**config.mk**
```make
export PLATFORM = sky130hd
export DESIGN_NAME = gtc_timer
export DESIGN_NICKNAME = d
export VERILOG_FILES = /design/src/rtl/gtc_pkg.sv /design/src/rtl/gtc_sync.sv /design/src/rtl/gtc_tick.sv /design/src/rtl/gtc_count.sv /design/src/rtl/gtc_timer.sv
export SDC_FILE = /design/constraint.sdc
export NUM_CORES = 1
export LEC_CHECK = 0
export ABC_CLOCK_PERIOD_IN_PS = 900
export BUFFER_PORTS_ARGS = -buffer_cell sky130_fd_sc_hd__buf_4
export CELL_PAD_IN_SITES_DETAIL_PLACEMENT = 1
export CELL_PAD_IN_SITES_GLOBAL_PLACEMENT = 1
export CORE_MARGIN = 8
export CORE_UTILIZATION = 39
export DETAILED_ROUTE_END_ITERATION = 8
export HOLD_SLACK_MARGIN = 0.06
export PLACE_DENSITY = 0.89
export SYNTH_ARGS = -nofsm -noshare
export SYNTH_HDL_FRONTEND = slang
export SYNTH_SLANG_ARGS = --single-unit
```
**constraint.sdc**
```tcl
create_clock -name clk -period 0.9 [get_ports clk]
set_input_delay 0.045 -clock clk [delete_from_list [all_inputs] [get_ports clk]]
set_output_delay 0.045 -clock clk [all_outputs]
set_load 0.02 [all_outputs]
```
**src/rtl/gtc_pkg.sv**
```systemverilog
package gtc_pkg;

  typedef enum logic [1:0] {
    MODE_13B  = 2'd0,
    MODE_16B  = 2'd1,
    MODE_RSV2 = 2'd2,
    MODE_RSV3 = 2'd3
  } gtc_mode_e;

  typedef struct packed {
    logic      gate;
    logic      evt_sel;
    gtc_mode_e mode;
  } gtc_ctl_t;

endpackage

```
**src/rtl/gtc_sync.sv**
```systemverilog
module gtc_sync #(
  parameter int W      = 1,
  parameter int STAGES = 2
) (
  input  logic         clk,
  input  logic         rst_n,
  input  logic [W-1:0] d_i,
  output logic [W-1:0] q_o
);

  logic [W-1:0] stg_q [STAGES];

  always_ff @(posedge clk or negedge rst_n) begin
    if (!rst_n) stg_q[0] <= '0;
    else        stg_q[0] <= d_i;
  end

  for (genvar s = 1; s < STAGES; s++) begin : g_stage
    always_ff @(posedge clk or negedge rst_n) begin
      if (!rst_n) stg_q[s] <= '0;
      else        stg_q[s] <= stg_q[s-1];
    end
  end

  assign q_o = stg_q[STAGES-1];

endmodule

```
**src/rtl/gtc_tick.sv**
```systemverilog
module gtc_tick #(
  parameter int PRE_DIV = 6
) (
  input  logic clk,
  input  logic rst_n,
  input  logic en_i,
  input  logic dbl_i,
  input  logic evt_mode_i,
  input  logic evt_fall_i,
  output logic tick_o
);

  localparam int DW = (PRE_DIV > 1) ? $clog2(PRE_DIV) : 1;
  localparam logic [DW-1:0] DIV_LAST = DW'(PRE_DIV - 1);

  logic          half_q, half_d;
  logic [DW-1:0] div_q, div_d;
  logic          tclk_en;

  assign tclk_en = dbl_i | half_q;

  always_comb begin
    half_d = 1'b0;
    div_d  = '0;
    if (en_i) begin
      half_d = dbl_i ? 1'b0 : ~half_q;
      if (tclk_en) div_d = (div_q == DIV_LAST) ? '0 : div_q + 1'b1;
      else         div_d = div_q;
    end
  end

  always_ff @(posedge clk or negedge rst_n) begin
    if (!rst_n) begin
      half_q <= 1'b0;
      div_q  <= '0;
    end else begin
      half_q <= half_d;
      div_q  <= div_d;
    end
  end

  assign tick_o = en_i & (evt_mode_i ? evt_fall_i
                                     : (tclk_en & (div_q == DIV_LAST)));

endmodule

```
**src/rtl/gtc_count.sv**
```systemverilog
module gtc_count
  import gtc_pkg::*;
#(
  parameter int REG_W = 8,
  parameter int PRE_W = 5
) (
  input  logic             clk,
  input  logic             rst_n,
  input  logic             tick_i,
  input  gtc_mode_e        mode_i,
  input  logic             wr_hi_i,
  input  logic             wr_lo_i,
  input  logic [REG_W-1:0] wdata_i,
  input  logic             clr_i,
  output logic [REG_W-1:0] hi_o,
  output logic [REG_W-1:0] lo_o,
  output logic             ovf_o
);

  localparam int SW = REG_W + PRE_W;
  localparam int LW = 2 * REG_W;
  localparam int UW = REG_W - PRE_W;

  logic [REG_W-1:0] hi_q, hi_d, lo_q, lo_d;
  logic             ovf_q, ovf_d;
  logic [SW-1:0]    short_cnt, short_nxt;
  logic [LW-1:0]    long_cnt, long_nxt;
  logic             step, wrap;

  assign short_cnt = {hi_q, lo_q[PRE_W-1:0]};
  assign long_cnt  = {hi_q, lo_q};
  assign short_nxt = short_cnt + {{(SW-1){1'b0}}, 1'b1};
  assign long_nxt  = long_cnt + {{(LW-1){1'b0}}, 1'b1};
  assign step      = tick_i & ~wr_hi_i & ~wr_lo_i;

  always_comb begin
    hi_d = hi_q;
    lo_d = lo_q;
    wrap = 1'b0;
    if (step) begin
      unique case (mode_i)
        MODE_13B: begin
          hi_d = short_nxt[SW-1:PRE_W];
          lo_d = {lo_q[REG_W-1 -: UW], short_nxt[PRE_W-1:0]};
          wrap = &short_cnt;
        end
        MODE_16B: begin
          {hi_d, lo_d} = long_nxt;
          wrap = &long_cnt;
        end
        default: ;
      endcase
    end
    if (wr_hi_i) hi_d = wdata_i;
    if (wr_lo_i) lo_d = wdata_i;
    if (wrap)       ovf_d = 1'b1;
    else if (clr_i) ovf_d = 1'b0;
    else            ovf_d = ovf_q;
  end

  always_ff @(posedge clk or negedge rst_n) begin
    if (!rst_n) begin
      hi_q  <= '0;
      lo_q  <= '0;
      ovf_q <= 1'b0;
    end else begin
      hi_q  <= hi_d;
      lo_q  <= lo_d;
      ovf_q <= ovf_d;
    end
  end

  assign hi_o  = hi_q;
  assign lo_o  = lo_q;
  assign ovf_o = ovf_q;

endmodule

```
**src/rtl/gtc_timer.sv**
```systemverilog
module gtc_timer
  import gtc_pkg::*;
#(
  parameter int REG_W   = 8,
  parameter int PRE_W   = 5,
  parameter int PRE_DIV = 6,
  parameter int SYNC_N  = 2
) (
  input  logic             clk,
  input  logic             rst_n,
  input  logic [3:0]       ctl_i,
  input  logic             run_i,
  input  logic             gate_pin_i,
  input  logic             evt_pin_i,
  input  logic             dbl_i,
  input  logic             wr_hi_i,
  input  logic             wr_lo_i,
  input  logic [REG_W-1:0] wdata_i,
  input  logic             clr_ovf_i,
  input  logic             irq_ack_i,
  output logic [REG_W-1:0] cnt_hi_o,
  output logic [REG_W-1:0] cnt_lo_o,
  output logic             ovf_o
);

  logic [1:0] rst_pipe_q;
  logic       rst_q_n;
  gtc_ctl_t   ctl;
  logic [1:0] pins_s;
  logic       gate_s, evt_s, evt_prev_q;
  logic       evt_fall, cnt_en, tick;

  always_ff @(posedge clk or negedge rst_n) begin
    if (!rst_n) rst_pipe_q <= 2'b00;
    else        rst_pipe_q <= {rst_pipe_q[0], 1'b1};
  end
  assign rst_q_n = rst_pipe_q[1];

  assign ctl = gtc_ctl_t'(ctl_i);

  gtc_sync #(.W(2), .STAGES(SYNC_N)) u_sync (
    .clk   (clk),
    .rst_n (rst_q_n),
    .d_i   ({gate_pin_i, evt_pin_i}),
    .q_o   (pins_s)
  );
  assign {gate_s, evt_s} = pins_s;

  always_ff @(posedge clk or negedge rst_q_n) begin
    if (!rst_q_n) evt_prev_q <= 1'b0;
    else          evt_prev_q <= evt_s;
  end

  assign evt_fall = evt_prev_q & ~evt_s;
  assign cnt_en   = run_i & (~ctl.gate | gate_s);

  gtc_tick #(.PRE_DIV(PRE_DIV)) u_tick (
    .clk        (clk),
    .rst_n      (rst_q_n),
    .en_i       (cnt_en),
    .dbl_i      (dbl_i),
    .evt_mode_i (ctl.evt_sel),
    .evt_fall_i (evt_fall),
    .tick_o     (tick)
  );

  gtc_count #(.REG_W(REG_W), .PRE_W(PRE_W)) u_count (
    .clk     (clk),
    .rst_n   (rst_q_n),
    .tick_i  (tick),
    .mode_i  (ctl.mode),
    .wr_hi_i (wr_hi_i),
    .wr_lo_i (wr_lo_i),
    .wdata_i (wdata_i),
    .clr_i   (clr_ovf_i | irq_ack_i),
    .hi_o    (cnt_hi_o),
    .lo_o    (cnt_lo_o),
    .ovf_o   (ovf_o)
  );

endmodule

```
==> summary.md, run 1 <==
| Metric | Value |
|---|---|
| Status | `stopped before the end` |
| Stopped at | `global routing (5_1_grt)` |
| Error | `[ERROR DPL-0033] detailed placement checks failed during check placement.` |
| Post-synthesis sequential area ratio | `46.74%` |
| CTS H-Tree Depth | `1` |
| Clock Path Buffers | `2` |
| CTS root buffer | `clkbuf_8` |
| Worst slack, placed | `-0.8208 ns` |
| Largest net degree at the start of global routing | `27` |
| Rows | `22` |
| IO buf count | `38` |
| Post-Synthesis Cell Area | `1499 sq um` |
| Kind of the worst endpoint | `register data pin` |
| Post-DP HPWL | `4483 um` |
| Placed cell count | `280` |
| Area share of the largest cell type after synthesis | `46.74%` |
| GR repair worst EP | `u_count.hi_o[7]$_DFFE_PN0P_/D` |
| Largest cells by area after synthesis | `dfrtp_1 47%, nand3_1 5.3%, o21ai_0 5.3%` |
| Initial antenna violation count | `1` |
| CTS sink cnt | `28` |
| Die X | `78.00 um` |
| Yosys warnings | `0` |
| Post-synth cell types | `40` |
| DIE HEIGHT | `78.00 um` |
| Placer Congestion | `0.8995` |
| Total CTS buffers | `3` |
| Initial core utilization | `40.64%` |
| Syn Nets | `178` |
| Cells after synthesis | `155` |
| Area leader, netlist | `dfrtp_1` |
| Number of I/O pins | `39` |
| #FFs+latches synth | `28` |
| Avg Cell Area, Syn | `9.671 sq um` |
[per-stage QoR]
step	hold WS [ns]	instance area [sq um]	utilization (%)
2_1_floorplan	-0.2506	1548	-
3_3_place_gp	-0.1715	2210	59.90
3_5_place_dp	-0.1664	2210	59.90
4_1_cts	0.06461	2730	74.02
[logic make-up after synthesis]
group | after synthesis | synth area share [%]
XOR/XNOR | 6 | 3.506
multiplexers | 1 | 0.6678
other | 1 | 0.2502
adder cells (fa/ha/maj) | 1 | 0.8346
flip-flops | 28 | 46.74
buffers and inverters | 6 | 1.586
AND/OR/NAND/NOR | 79 | 30.47
AO/OA/AOI/OAI | 33 | 15.94
[repair_timing]
| action | in CTS |
|---|---|
| endpoints found under the hold margin | 19 |
| endpoints found under the setup margin | 37 |
| hold buffers | 14 |
| cloned | 0 |
| gates resized for setup | 56 |
| pin swaps | 14 |
| buffers inserted | 17 |
[cells in the mapped netlist, drive strengths merged]
| cell | instances |
|---|---|
| a2111oi | 1 |
| a211oi | 1 |
| a21o | 1 |
| a21oi | 3 |
| a221o | 1 |
| a22oi | 2 |
| a31oi | 1 |
| and3 | 3 |
| and4 | 2 |
| buf | 2 |
| clkbuf | 2 |
| conb | 1 |
| dfrtp | 28 |
| ha | 1 |
| inv | 2 |
| mux2i | 1 |
| nand2 | 18 |
| nand2b | 5 |
| nand3 | 17 |
| nand3b | 1 |
| nand4 | 1 |
| nand4b | 1 |
| nor2 | 8 |
| nor2b | 8 |
| nor3 | 6 |
| nor3b | 2 |
| nor4 | 1 |
| o2111ai | 1 |
| o211ai | 2 |
| o21ai | 17 |
| o21bai | 1 |
| o311ai | 1 |
| o31a | 1 |
| or3 | 4 |
| or4 | 2 |
| xor2 | 6 |
==> run 2, diff against run 1 <==
Settings changed: CELL_PAD_IN_SITES_DETAIL_PLACEMENT 1 to unset, CELL_PAD_IN_SITES_GLOBAL_PLACEMENT 1 to unset, CORE_UTILIZATION 39 to 25, HOLD_SLACK_MARGIN 0.06 to unset, PLACE_DENSITY 0.89 to unset, PLACE_DENSITY_LB_ADDON set to 0.15.
==> run 2 against run 1 <==
  * The flow now finishes, with violations (setup timing)
  * Synthesized cell count unchanged
  * Synthesized area unchanged
==> summary.md, run 2 <==
| Metric | Value |
|---|---|
| Tmin final | `1.663 ns` |
| Worst-skew pair later-pin latency | `0.28 ns` |
| Drt wl/cell | `14.15 um` |
| Clock Path Buffers | `2 (unchanged)` |
| Count of final setup violators | `37` |
| CTS tree | `yes` |
| Largest cells by area after synthesis | `dfrtp_1 47%, nand3_1 5.3%, o21ai_0 5.3% (unchanged)` |
| Fin. Hold Viols | `0` |
| Initial core utilization | `25.62% (was 40.64%)` |
| RR Startpoint | `u_sync.q_o[0]` |
| Filler Cell Count | `568` |
| Worst slack, placed | `-0.7593 ns (was -0.8208 ns)` |
| Yosys warnings | `0 (unchanged)` |
| Final slew viol count | `0` |
| Status | `finished, violations left (was stopped before the end)` |
| LEAKAGE | `1.233 nW` |
| P_int | `2.516 mW` |
| HP Start | `wdata_i[3]` |
| Detail Route Antenna Nets | `0` |
| Die area | `8729 sq um` |
| Worst Setup Start Kind | `register` |
| FF-to-FF End | `u_count.lo_o[3]` |
| Top FF cell, synth | `dfrtp_1 (unchanged)` |
| Synth cell count leaders | `28 x dfrtp_1, 18 x nand2_1, 16 x nand3_1, 16 x o21ai_0 (unchanged)` |
| Rows | `28 (was 22)` |
| Placer Congestion | `0.8173 (was 0.8995)` |
| Total CTS buffers | `3 (unchanged)` |
| Post-route cell area | `2788 sq um` |
| Largest net degree at the start of global routing | `27` |
| Worst hold endpoint | `u_count.lo_o[3]` |
| CTS root buffer | `clkbuf_8 (unchanged)` |
| Most common library cell in the layout ignoring fill and taps | `buf_4` |
| CTS sink cnt | `28 (unchanged)` |
| Total track usage | `11.83%` |
| Worst r2r path cells | `7` |
| Layout cells sized above 1 | `52.29%` |
| Core area | `5851 sq um` |
| Pwr Density | `1240 nW/um^2` |
| Commonest cells after routing, fill and taps aside | `58 x buf_4, 37 x buf_6, 21 x dfrtp_1, 17 x nand2_1, 12 x nand3_1` |
| Ant diodes | `0` |
| Post-DP HPWL | `3528 um (was 4483 um)` |
| Avg Cell Area, Syn | `9.671 sq um (unchanged)` |
| Peak Freq | `0.6014 GHz` |
| Failing checks | `setup timing` |
| Register area | `709.4 sq um` |
| Synthesis-to-layout area growth | `85.98%` |
| Initial antenna violation count | `0` |
| #FFs+latches synth | `28 (unchanged)` |
| Critical path class | `reg -> reg` |
| Post-synth ARST share | `100.0% (unchanged)` |
| Tot Pwr | `3.457 mW` |
| Worst path required time | `1.11 ns` |
| Worst Hold Class | `in -> reg` |
| Initial DRT Pass Iterations | `4` |
| Final nets | `286` |
| CTS H-Tree Depth | `1 (unchanged)` |
| GRT overflow | `0` |
| Skew final | `0.004027 ns` |
| WL final | `4768 um` |
| Vias in the first global route | `1,682` |
| Final WS setup | `-0.7629 ns` |
| Number of I/O pins | `39 (unchanged)` |
| Area leader, netlist | `dfrtp_1 (unchanged)` |
| DIE HEIGHT | `93.43 um (was 78.00 um)` |
| Logic pwr share | `29.4%` |
| Fraction of power spent switching nets | `27.22%` |
| DRC | `0` |
| Syn Nets | `178 (unchanged)` |
| VDD IR max | `0.6647 mV` |
| DR vias/cell | `4.632` |
| Post-Synthesis Cell Area | `1499 sq um (unchanged)` |
| DP Area | `2288 sq um (was 2210 sq um)` |
| Flop2flop setup slack | `-0.76 ns` |
| DR iter-0 viols | `41` |
| Multi-input logic area | `923.4 sq um` |
| Crit path DAT | `1.88 ns` |
| RSZ-0062 raised after global routing | `true` |
| Area share of the largest cell type after synthesis | `46.74% (unchanged)` |
| Clock transition at path regs | `0.10 ns` |
| Seq pwr share | `41.1%` |
| Largest fanout on the critical path | `4` |
| Die X | `93.43 um (was 78.00 um)` |
| P_sw | `0.9408 mW` |
| Post-synth cell types | `40 (unchanged)` |
| IO buf count | `38 (unchanged)` |
| Clock power share | `29.5%` |
| Via count | `1,561` |
| Most common cell in the netlist | `dfrtp_1 (unchanged)` |
| Setup TNS | `-13.74 ns` |
| Final core occ | `47.65%` |
| Post-synth EDFFs | `0 (unchanged)` |
| Hold Path Depth | `3` |
| Tcrit/Tclk final | `184.8%` |
| Cells after synthesis | `155 (unchanged)` |
| Max_cap viols | `0` |
| First-pass GRT wire length | `8273 um` |
| Post-synthesis sequential area ratio | `46.74% (unchanged)` |
| Crit. End Element | `register` |
==> run 2: cell counts after synthesis <==
Identical to the previous run, type by type.
==> run 2: through the flow <==
step / instances / hold slack [ns]
6_report: 337 / 0.01102
4_1_cts: 334 / 0.0003396
3_3_place_gp: 313 / -0.1720
3_5_place_dp: 313 / -0.1700
2_1_floorplan: 155 / -0.2506
5_1_grt: 337 / 0.002303
==> run 2: layer usage <==
layer / GRT usage (%) / up-vias / routed length, um
met5: 0 / - / 0
li1: - / 771 / -
met4: 4.027 / 0 / 68
met3: 3.045 / 7 / 209
met2: 19.39 / 31 / 2290
met1: 14.65 / 752 / 2199
==> run 2: timing repair <==
| item | 4_1_cts | 5_1_grt |
|---|---|---|
| hold buffers | 11 | 0 |
| endpoints found under the hold margin | 15 | 0 |
| resized for setup | 51 | 11 |
| endpoints found under the setup margin | 37 | 37 |
| pin swaps | 13 | 18 |
| buffers inserted | 7 | 7 |
==> run 2: cells by family (layout without fill, tap and decap cells) <==
logic type	Yosys count	after routing	synth area share [%]
adder cells (fa/ha/maj)	1	1	0.8346
AND/OR/NAND/NOR	79	79	30.47
flip-flops	28	28	46.74
multiplexers	1	1	0.6678
buffers and inverters	6	113	1.586
other	1	1	0.2502
XOR/XNOR	6	6	3.506
AO/OA/AOI/OAI	33	33	15.94
==> run 2: power groups by stage <==
stage,registers (mW),logic [mW],clock network [mW]
after floorplan,1.56,0.223,0
after global placement,1.44,0.814,0
after detailed placement,1.44,0.813,0
after CTS,1.42,1.00,1.05
after global routing,1.44,1.10,1.09
final,1.42,1.02,1.02
==> run 2: worst max-delay path: stages (launching register included) <==
cell and delay, ns:
dfrtp_1 0.39, nand2b_4 0.15, buf_6 0.12, a2111oi_4 0.33
buf_4 0.22, nand3b_1 0.10, xor2_1 0.16, o21ai_1 0.12
==> run 2: worst max-delay path by stage <==
stage / start / to / slack, ns
after global routing: u_count.lo_o[0] / u_count.hi_o[6] / -0.88
final: u_sync.q_o[0] / u_count.lo_o[3] / -0.76
after detailed placement: u_count.lo_o[0] / u_count.hi_o[6] / -0.76
after floorplan: u_count.lo_o[0] / u_count.hi_o[3] / -0.68
after global placement: u_sync.q_o[0] / u_count.hi_o[4] / -0.74
after CTS: u_count.lo_o[0] / u_count.hi_o[6] / -0.75
==> run 2: area by class of cell <==
type,instances,area share (%)
Timing Repair Buffer,107,35.23
Multi-Input combinational cell,121,33.12
Sequential cell,28,25.45
Tap cell,75,3.366
Clock buffer,3,1.481
Clock inverter,1,1.077
Inverter,2,0.2693
(Power assumes the default switching activity.)
==> run 3, diff against run 2 <==
Settings changed: ABC_AREA set to 1.
==> run 3 against run 2 <==
  * The flow still finishes with violations (setup timing)
  * Sequential cell count stayed put
  * Critical path depth grew 3
  * Worst setup slack improved by 0.32 ns
  * Largest cell class is now multi-input combinational cells
==> summary.md, run 3 <==
| Metric | Value |
|---|---|
| Avg Cell Area, Syn | `7.382 sq um (was 9.671 sq um)` |
| Critical path class | `reg -> reg (unchanged)` |
| Area share of the largest cell type after synthesis | `37.97% (was 46.74%)` |
| Via count | `2,014 (was 1,561)` |
| DR iter-0 viols | `81 (was 41)` |
| Final WS setup | `-0.4433 ns (was -0.7629 ns)` |
| Worst Setup Start Kind | `register (unchanged)` |
| Failing checks | `setup timing (unchanged)` |
| Synthesis-to-layout area growth | `69.90% (was 85.98%)` |
| Initial core utilization | `25.58% (was 25.62%)` |
| GRT overflow | `0 (unchanged)` |
| Post-route cell area | `3136 sq um (was 2788 sq um)` |
| Pwr Density | `1151 nW/um^2 (was 1240 nW/um^2)` |
| Worst path required time | `1.07 ns (was 1.11 ns)` |
| Syn Nets | `273 (was 178)` |
| First-pass GRT wire length | `10,030 um (was 8273 um)` |
| Layout cells sized above 1 | `47.77% (was 52.29%)` |
| Largest fanout on the critical path | `6 (was 4)` |
| Status | `finished, violations left (unchanged)` |
| Count of final setup violators | `36 (was 37)` |
| Detail Route Antenna Nets | `0 (unchanged)` |
| Post-synthesis sequential area ratio | `37.97% (was 46.74%)` |
| Largest cells by area after synthesis | `dfrtp_1 38%, nand2_1 14%, nand3_1 12% (was dfrtp_1 47%, nand3_1 5.3%, o21ai_0 5.3%)` |
| Number of I/O pins | `39 (unchanged)` |
| Skew final | `0.002566 ns (was 0.004027 ns)` |
| Post-synth ARST share | `100.0% (unchanged)` |
| Post-Synthesis Cell Area | `1846 sq um (was 1499 sq um)` |
| CTS sink cnt | `28 (unchanged)` |
| Worst-skew pair later-pin latency | `0.28 ns (about the same)` |
| VDD IR max | `0.5858 mV (was 0.6647 mV)` |
| Most common cell in the netlist | `nand2_1 (was dfrtp_1)` |
| Post-synth cell types | `34 (was 40)` |
| Clock transition at path regs | `0.10 ns (about the same)` |
| Crit. End Element | `register (unchanged)` |
| Area leader, netlist | `dfrtp_1 (unchanged)` |
| Worst Hold Class | `in -> reg (unchanged)` |
| WL final | `6160 um (was 4768 um)` |
| Total track usage | `12.22% (was 11.83%)` |
| CTS tree | `yes (unchanged)` |
| IO buf count | `38 (unchanged)` |
| Die X | `101.9 um (was 93.43 um)` |
| DIE HEIGHT | `101.9 um (was 93.43 um)` |
| Final slew viol count | `0 (unchanged)` |
| Die area | `10,390 sq um (was 8729 sq um)` |
| Filler Cell Count | `774 (was 568)` |
| Drt wl/cell | `13.48 um (was 14.15 um)` |
| Post-DP HPWL | `4823 um (was 3528 um)` |
| Clock Path Buffers | `2 (unchanged)` |
| Fin. Hold Viols | `0 (unchanged)` |
| Final nets | `382 (was 286)` |
| Synth cell count leaders | `69 x nand2_1, 44 x nand3_1, 28 x dfrtp_1 (was 28 x dfrtp_1, 18 x nand2_1, 16 x nand3_1, 16 x o21ai_0)` |
| Length of routed met3 wiring | `233 um (was 209 um)` |
| Core area | `7214 sq um (was 5851 sq um)` |
| Crit path DAT | `1.52 ns (was 1.88 ns)` |
| RSZ-0062 raised after global routing | `true (unchanged)` |
| Final core occ | `43.46% (was 47.65%)` |
| Peak Freq | `0.7444 GHz (was 0.6014 GHz)` |
| Yosys warnings | `0 (unchanged)` |
| DRC | `0 (unchanged)` |
| Max_cap viols | `0 (unchanged)` |
| Initial DRT Pass Iterations | `4 (unchanged)` |
| Tmin final | `1.343 ns (was 1.663 ns)` |
| Top FF cell, synth | `dfrtp_1 (unchanged)` |
| #FFs+latches synth | `28 (unchanged)` |
| Most common library cell in the layout ignoring fill and taps | `buf_4 (unchanged)` |
| Top Layer Used | `met4 (unchanged)` |
| DR vias/cell | `4.407 (was 4.632)` |
| Largest net degree at the start of global routing | `17 (was 27)` |
| Commonest cells after routing, fill and taps aside | `66 x buf_4, 65 x nand2_1, 32 x buf_6, 31 x nand3_1, 21 x inv_1 (was 58 x buf_4, 37 x buf_6, 21 x dfrtp_1, 17 x nand2_1, 12 x nand3_1)` |
| LEAKAGE | `1.532 nW (was 1.233 nW)` |
| Placer Congestion | `0.8584 (was 0.8173)` |
| DP Area | `2631 sq um (was 2288 sq um)` |
| Total CTS buffers | `3 (unchanged)` |
| Tcrit/Tclk final | `149.3% (was 184.8%)` |
| Initial antenna violation count | `0 (unchanged)` |
| CTS root buffer | `clkbuf_8 (unchanged)` |
| Vias in the first global route | `2,149 (was 1,682)` |
| Cells after synthesis | `250 (was 155)` |
| Rows | `31 (was 28)` |
| Hold slack | `0.01087 ns (was 0.01102 ns)` |
| Met2 WL post-DR | `2923 um (was 2290 um)` |
| Hold Path Depth | `3 (unchanged)` |
| Met1 wire length | `2917 um (was 2199 um)` |
| Worst r2r path cells | `10 (was 7)` |
| Ant diodes | `0 (unchanged)` |
| CTS H-Tree Depth | `1 (unchanged)` |
| Post-synth EDFFs | `0 (unchanged)` |
==> run 3: power by group <==
part | leakage (nW) | internal, mW | switching, mW
Clock | 0.0288 | 0.393 | 0.423
Combinational | 1.17 | 0.689 | 0.630
Sequential | 0.335 | 1.36 | 0.111
Total | 1.53 | 2.45 | 1.16
==> run 3: final timing paths <==
check / from / end / slack [ns]
worst max-delay path: u_count.lo_o[1] / u_count.hi_o[6] / -0.44
worst min-delay path: wdata_i[7] / u_count.hi_o[7] / 0.01
worst max register to register: u_count.lo_o[1] / u_count.hi_o[6] / -0.44
worst min register to register: rst_pipe_q[1] / u_count.lo_o[5] / 0.21
max in group asynchronous: rst_pipe_q[1] / u_count.lo_o[6] / 0.46
min in group asynchronous: rst_n / rst_pipe_q[1] / 0.06
==> run 3: metrics by stage <==
| step | setup TNS [ns] | worst slack (ns) | instances | power [mW] |
|---|---|---|---|---|
| floorplan | -5.563 | -0.4390 | 250 | 1.985 |
| detailed placement | -6.567 | -0.4527 | 431 | 2.540 |
| CTS | -9.352 | -0.4364 | 453 | 3.629 |
| global route | -11.95 | -0.5540 | 457 | 3.836 |
| finish | -9.220 | -0.4433 | 457 | 3.610 |
| global placement | -6.619 | -0.4370 | 431 | 2.538 |
==> run 3: kinds of logic after synthesis <==
| group | after synthesis | share of synthesized area, % |
|---|---|---|
| adder cells (fa/ha/maj) | 1 | 0.6779 |
| buffers and inverters | 33 | 8.000 |
| AND/OR/NAND/NOR | 164 | 44.00 |
| AO/OA/AOI/OAI | 18 | 6.712 |
| XOR/XNOR | 4 | 1.899 |
| multiplexers | 1 | 0.5424 |
| flip-flops | 28 | 37.97 |
| other | 1 | 0.2032 |
==> run 3: cell type report <==
cell class | instances | area [sq um] | area share (%)
Inverter | 29 | 118.9 | 3.791
Tap cell | 99 | 123.9 | 3.951
Sequential cell | 28 | 713.2 | 22.75
Multi-Input combinational cell | 189 | 1169 | 37.27
Clock buffer | 4 | 55.05 | 1.756
Timing Repair Buffer | 108 | 955.9 | 30.49
==> run 3: timing repair <==
item / 4_1_cts / 5_1_grt
setup endpoints to repair: 37 / 38
pin swaps: 9 / 5
hold buffers: 9 / 1
resized for setup: 56 / 12
hold endpoints to repair: 10 / 1
buffers inserted: 11 / 7
==> run 3: critical path, cell delays in order (launching register included) <==
cell and delay [ns]:
dfrtp_2 0.43, ha_4 0.16, nand3_4 0.13, inv_4 0.11
nand2_4 0.05, nand2_4 0.09, nand3_2 0.06, nand2_1 0.06
nand2_1 0.04, nand2_1 0.05, nand3_1 0.05
==> run 3: layer usage <==
| metal | vias up | global-route usage, % |
|---|---|---|
| met2 | 28 | 20.93 |
| met1 | 946 | 15.27 |
| met4 | 0 | 3.499 |
| met5 | - | 0 |
| li1 | 1033 | - |
| met3 | 7 | 2.180 |
==> run 4, diff against run 3 <==
Settings changed: ABC_CLOCK_PERIOD_IN_PS 900 to 1200.
Clock period 0.9 ns to 1.2 ns, I/O delays scaled along.
==> run 4 against run 3 <==
  * The run still ends with setup timing left
  * Clock-buffer cell count is 1 lower
  * Cell count down 4.2%
  * Wire length fell by 3.3%
  * Critical path type unchanged
  * Largest cell class unchanged
==> summary.md, run 4 (synthesis results as in run 3) <==
| Metric | Value |
|---|---|
| Status | `finished, violations left (unchanged)` |
| Failing checks | `setup timing (unchanged)` |
| Buffer and inverter count on the worst path | `1 (unchanged)` |
| DR vias/cell | `4.404 (was 4.407)` |
| Most common library cell in the layout ignoring fill and taps | `buf_4 (unchanged)` |
| Tcrit/Tclk final | `113.7% (was 149.3%)` |
| Ant diodes | `0 (unchanged)` |
| Placer Congestion | `0.8513 (was 0.8584)` |
| Layout cells sized above 1 | `46.31% (was 47.77%)` |
| First-pass GRT wire length | `9942 um (was 10,030 um)` |
| Crit path DAT | `1.55 ns (was 1.52 ns)` |
| P_int | `1.865 mW (was 2.446 mW)` |
| Drt wl/cell | `13.60 um (was 13.48 um)` |
| Largest fanout on the critical path | `6 (unchanged)` |
| Total track usage | `12.19% (was 12.22%)` |
| GR Util met3 | `1.975% (was 2.180%)` |
| Count of final setup violators | `17 (was 36)` |
| Largest net degree at the start of global routing | `17 (unchanged)` |
| CTS H-Tree Depth | `1 (unchanged)` |
| Skew final | `0.003997 ns (was 0.002566 ns)` |
| VDD IR max | `0.7056 mV (was 0.5858 mV)` |
| Core area | `7214 sq um (unchanged)` |
| Logic pwr share | `30.9% (was 36.5%)` |
| Most Crowded Layer GR | `met2 (unchanged)` |
| Hold Path Depth | `4 (was 3)` |
| Post-DP HPWL | `4779 um (was 4823 um)` |
| Peak Freq | `0.7328 GHz (was 0.7444 GHz)` |
| CTS tree | `yes (unchanged)` |
| IO buf count | `38 (unchanged)` |
| Worst Setup Start Kind | `register (unchanged)` |
| Die area | `10,390 sq um (unchanged)` |
| Detail Route Antenna Nets | `0 (unchanged)` |
| Clock Path Buffers | `2 (unchanged)` |
| P_sw | `0.8725 mW (was 1.164 mW)` |
| LEAKAGE | `1.419 nW (was 1.532 nW)` |
| Seq pwr share | `40.1% (was 40.9%)` |
| Setup TNS | `-1.537 ns (was -9.220 ns)` |
| Tmin final | `1.365 ns (was 1.343 ns)` |
| Slowest CP cell | `dfrtp_2 (unchanged)` |
| Vias in the first global route | `2,039 (was 2,149)` |
| Crit path depth | `7 (was 10)` |
| Number of I/O pins | `39 (unchanged)` |
| WL final | `5957 um (was 6160 um)` |
| Critical path, cell by cell | `ha_4 -> nand3_4 -> buf_4 -> o21ai_4 -> nand4_1 -> nand3_2 -> nand3_1 (was ha_4 -> nand3_4 -> inv_4 -> nand2_4 -> nand2_4 -> nand3_2 -> nand2_1 -> nand2_1 -> nand2_1 -> nand3_1)` |
| Met2 usage | `20.02% (was 20.93%)` |
| DIE HEIGHT | `101.9 um (unchanged)` |
| DP Area | `2564 sq um (was 2631 sq um)` |
| CP peak stage delay | `0.43 ns (about the same)` |
| Clock power share | `28.9% (was 22.6%)` |
| Fraction of power spent switching nets | `31.87% (was 32.24%)` |
| Crit. End Element | `register (unchanged)` |
| Critical path class | `reg -> reg (unchanged)` |
| Final nets | `363 (was 382)` |
| Pwr Density | `923.3 nW/um^2 (was 1151 nW/um^2)` |
| CTS root buffer | `clkbuf_8 (unchanged)` |
| Total CTS buffers | `3 (unchanged)` |
| Die X | `101.9 um (unchanged)` |
| DR iter-0 viols | `71 (was 81)` |
| Rows | `31 (unchanged)` |
| GRT overflow | `0 (unchanged)` |
| Final WS setup | `-0.1645 ns (was -0.4433 ns)` |
| CTS sink cnt | `28 (unchanged)` |
| Post-route cell area | `2965 sq um (was 3136 sq um)` |
| Synthesis-to-layout area growth | `60.68% (was 69.90%)` |
| Worst path required time | `1.38 ns (was 1.07 ns)` |
| Initial antenna violation count | `0 (unchanged)` |
| RSZ-0062 raised after global routing | `true (unchanged)` |
| Worst-skew pair later-pin latency | `0.29 ns (was 0.28 ns)` |
| Met1 usage | `15.82% (was 15.27%)` |
| Commonest cells after routing, fill and taps aside | `77 x buf_4, 63 x nand2_1, 27 x nand3_1, 23 x inv_1, 21 x dfrtp_1 (was 66 x buf_4, 65 x nand2_1, 32 x buf_6, 31 x nand3_1, 21 x inv_1)` |
| Via count | `1,929 (was 2,014)` |
| Max_cap viols | `0 (unchanged)` |
| Largest delay share family, worst path | `flip-flops (was simple AND/OR/NAND/NOR gates)` |
| Clock transition at path regs | `0.11 ns (was 0.10 ns)` |
| Worst Hold Class | `in -> reg (unchanged)` |
| Worst r2r path cells | `7 (was 10)` |
| Fin. Hold Viols | `0 (unchanged)` |
| Final slew viol count | `0 (unchanged)` |
| DRC | `0 (unchanged)` |
| Initial core utilization | `25.58% (unchanged)` |
| Initial DRT Pass Iterations | `4 (unchanged)` |
## run 4: cell count changes in the layout (fill, tap and decap cells not counted), moves of 2 or more
cell,before,now
buf_4,66,77
buf_6,32,5
dfrtp_1,18,21
dfrtp_2,10,7
dlygate4sd3_1,10,6
inv_1,21,23
inv_2,5,3
nand2_1,65,63
nand3_1,31,27
nand3_2,15,17
nand3_4,2,4
## run 4: power by group through the flow
| stage | Clock (mW) | Sequential (mW) | Combinational [mW] |
|---|---|---|---|
| floorplan | 0 | 1.21 | 0.274 |
| global placement | 0 | 1.11 | 0.762 |
| detailed placement | 0 | 1.12 | 0.761 |
| CTS | 0.821 | 1.10 | 0.815 |
| global route | 0.853 | 1.11 | 0.931 |
| finish | 0.793 | 1.10 | 0.847 |
## run 4: area by class of cell
type | count | area (sq um)
fill | 785 | 4249
multi-input combinational | 189 | 1225
timing repair buffer | 89 | 714.4
sequential | 28 | 709.4
tap | 99 | 123.9
inverter | 29 | 121.4
clock buffer | 3 | 41.29
clock inverter | 1 | 30.03
## run 4: final timing paths
path                                 startpoint  slack (ns)              end
worst min register to register    rst_pipe_q[1]        0.20  u_count.lo_o[6]
max in group asynchronous         rst_pipe_q[1]        0.78  u_count.lo_o[5]
worst min-delay path                  clr_ovf_i       0.004    u_count.ovf_o
worst max-delay path            u_count.lo_o[1]       -0.16  u_count.hi_o[3]
worst max register to register  u_count.lo_o[1]       -0.16  u_count.hi_o[3]
min in group asynchronous                 rst_n        0.08    rst_pipe_q[1]
## run 4: worst register-to-register path: stages (launching register included)
cell and delay [ns]:
dfrtp_2 0.43, ha_4 0.16, nand3_4 0.12, buf_4 0.17
o21ai_4 0.13, nand4_1 0.12, nand3_2 0.07, nand3_1 0.06
## run 4: per-layer routing
layer	up-vias	wire length [um]	share of wire (%)
li1	1003	-	-
met1	899	2829	47
met2	22	2888	48
met3	5	161	2.7
met4	0	76	1.3
met5	-	0	0
## run 4: repair_timing
action / in CTS / in global routing
hold buffers: 6 / 0
cloned: 0 / 0
endpoints found under the hold margin: 7 / 0
pin swaps: 6 / 13
endpoints found under the setup margin: 17 / 18
buffers inserted: 2 / 3
resized for setup: 21 / 30
## run 4: per-stage QoR
step / hold slack, ns / total power, mW / utilization [%] / cells / setup WS, ns
2_1_floorplan: -0.2356 / 1.483 / - / 250 / -0.1390
5_1_grt: 0.008564 / 2.896 / 41.10 / 438 / -0.2583
3_5_place_dp: -0.1556 / 1.877 / 35.54 / 424 / -0.1413
6_report: 0.004012 / 2.738 / 41.10 / 438 / -0.1645
4_1_cts: 0.005589 / 2.733 / 39.00 / 436 / -0.1427
3_3_place_gp: -0.1562 / 1.875 / 35.54 / 424 / -0.1216
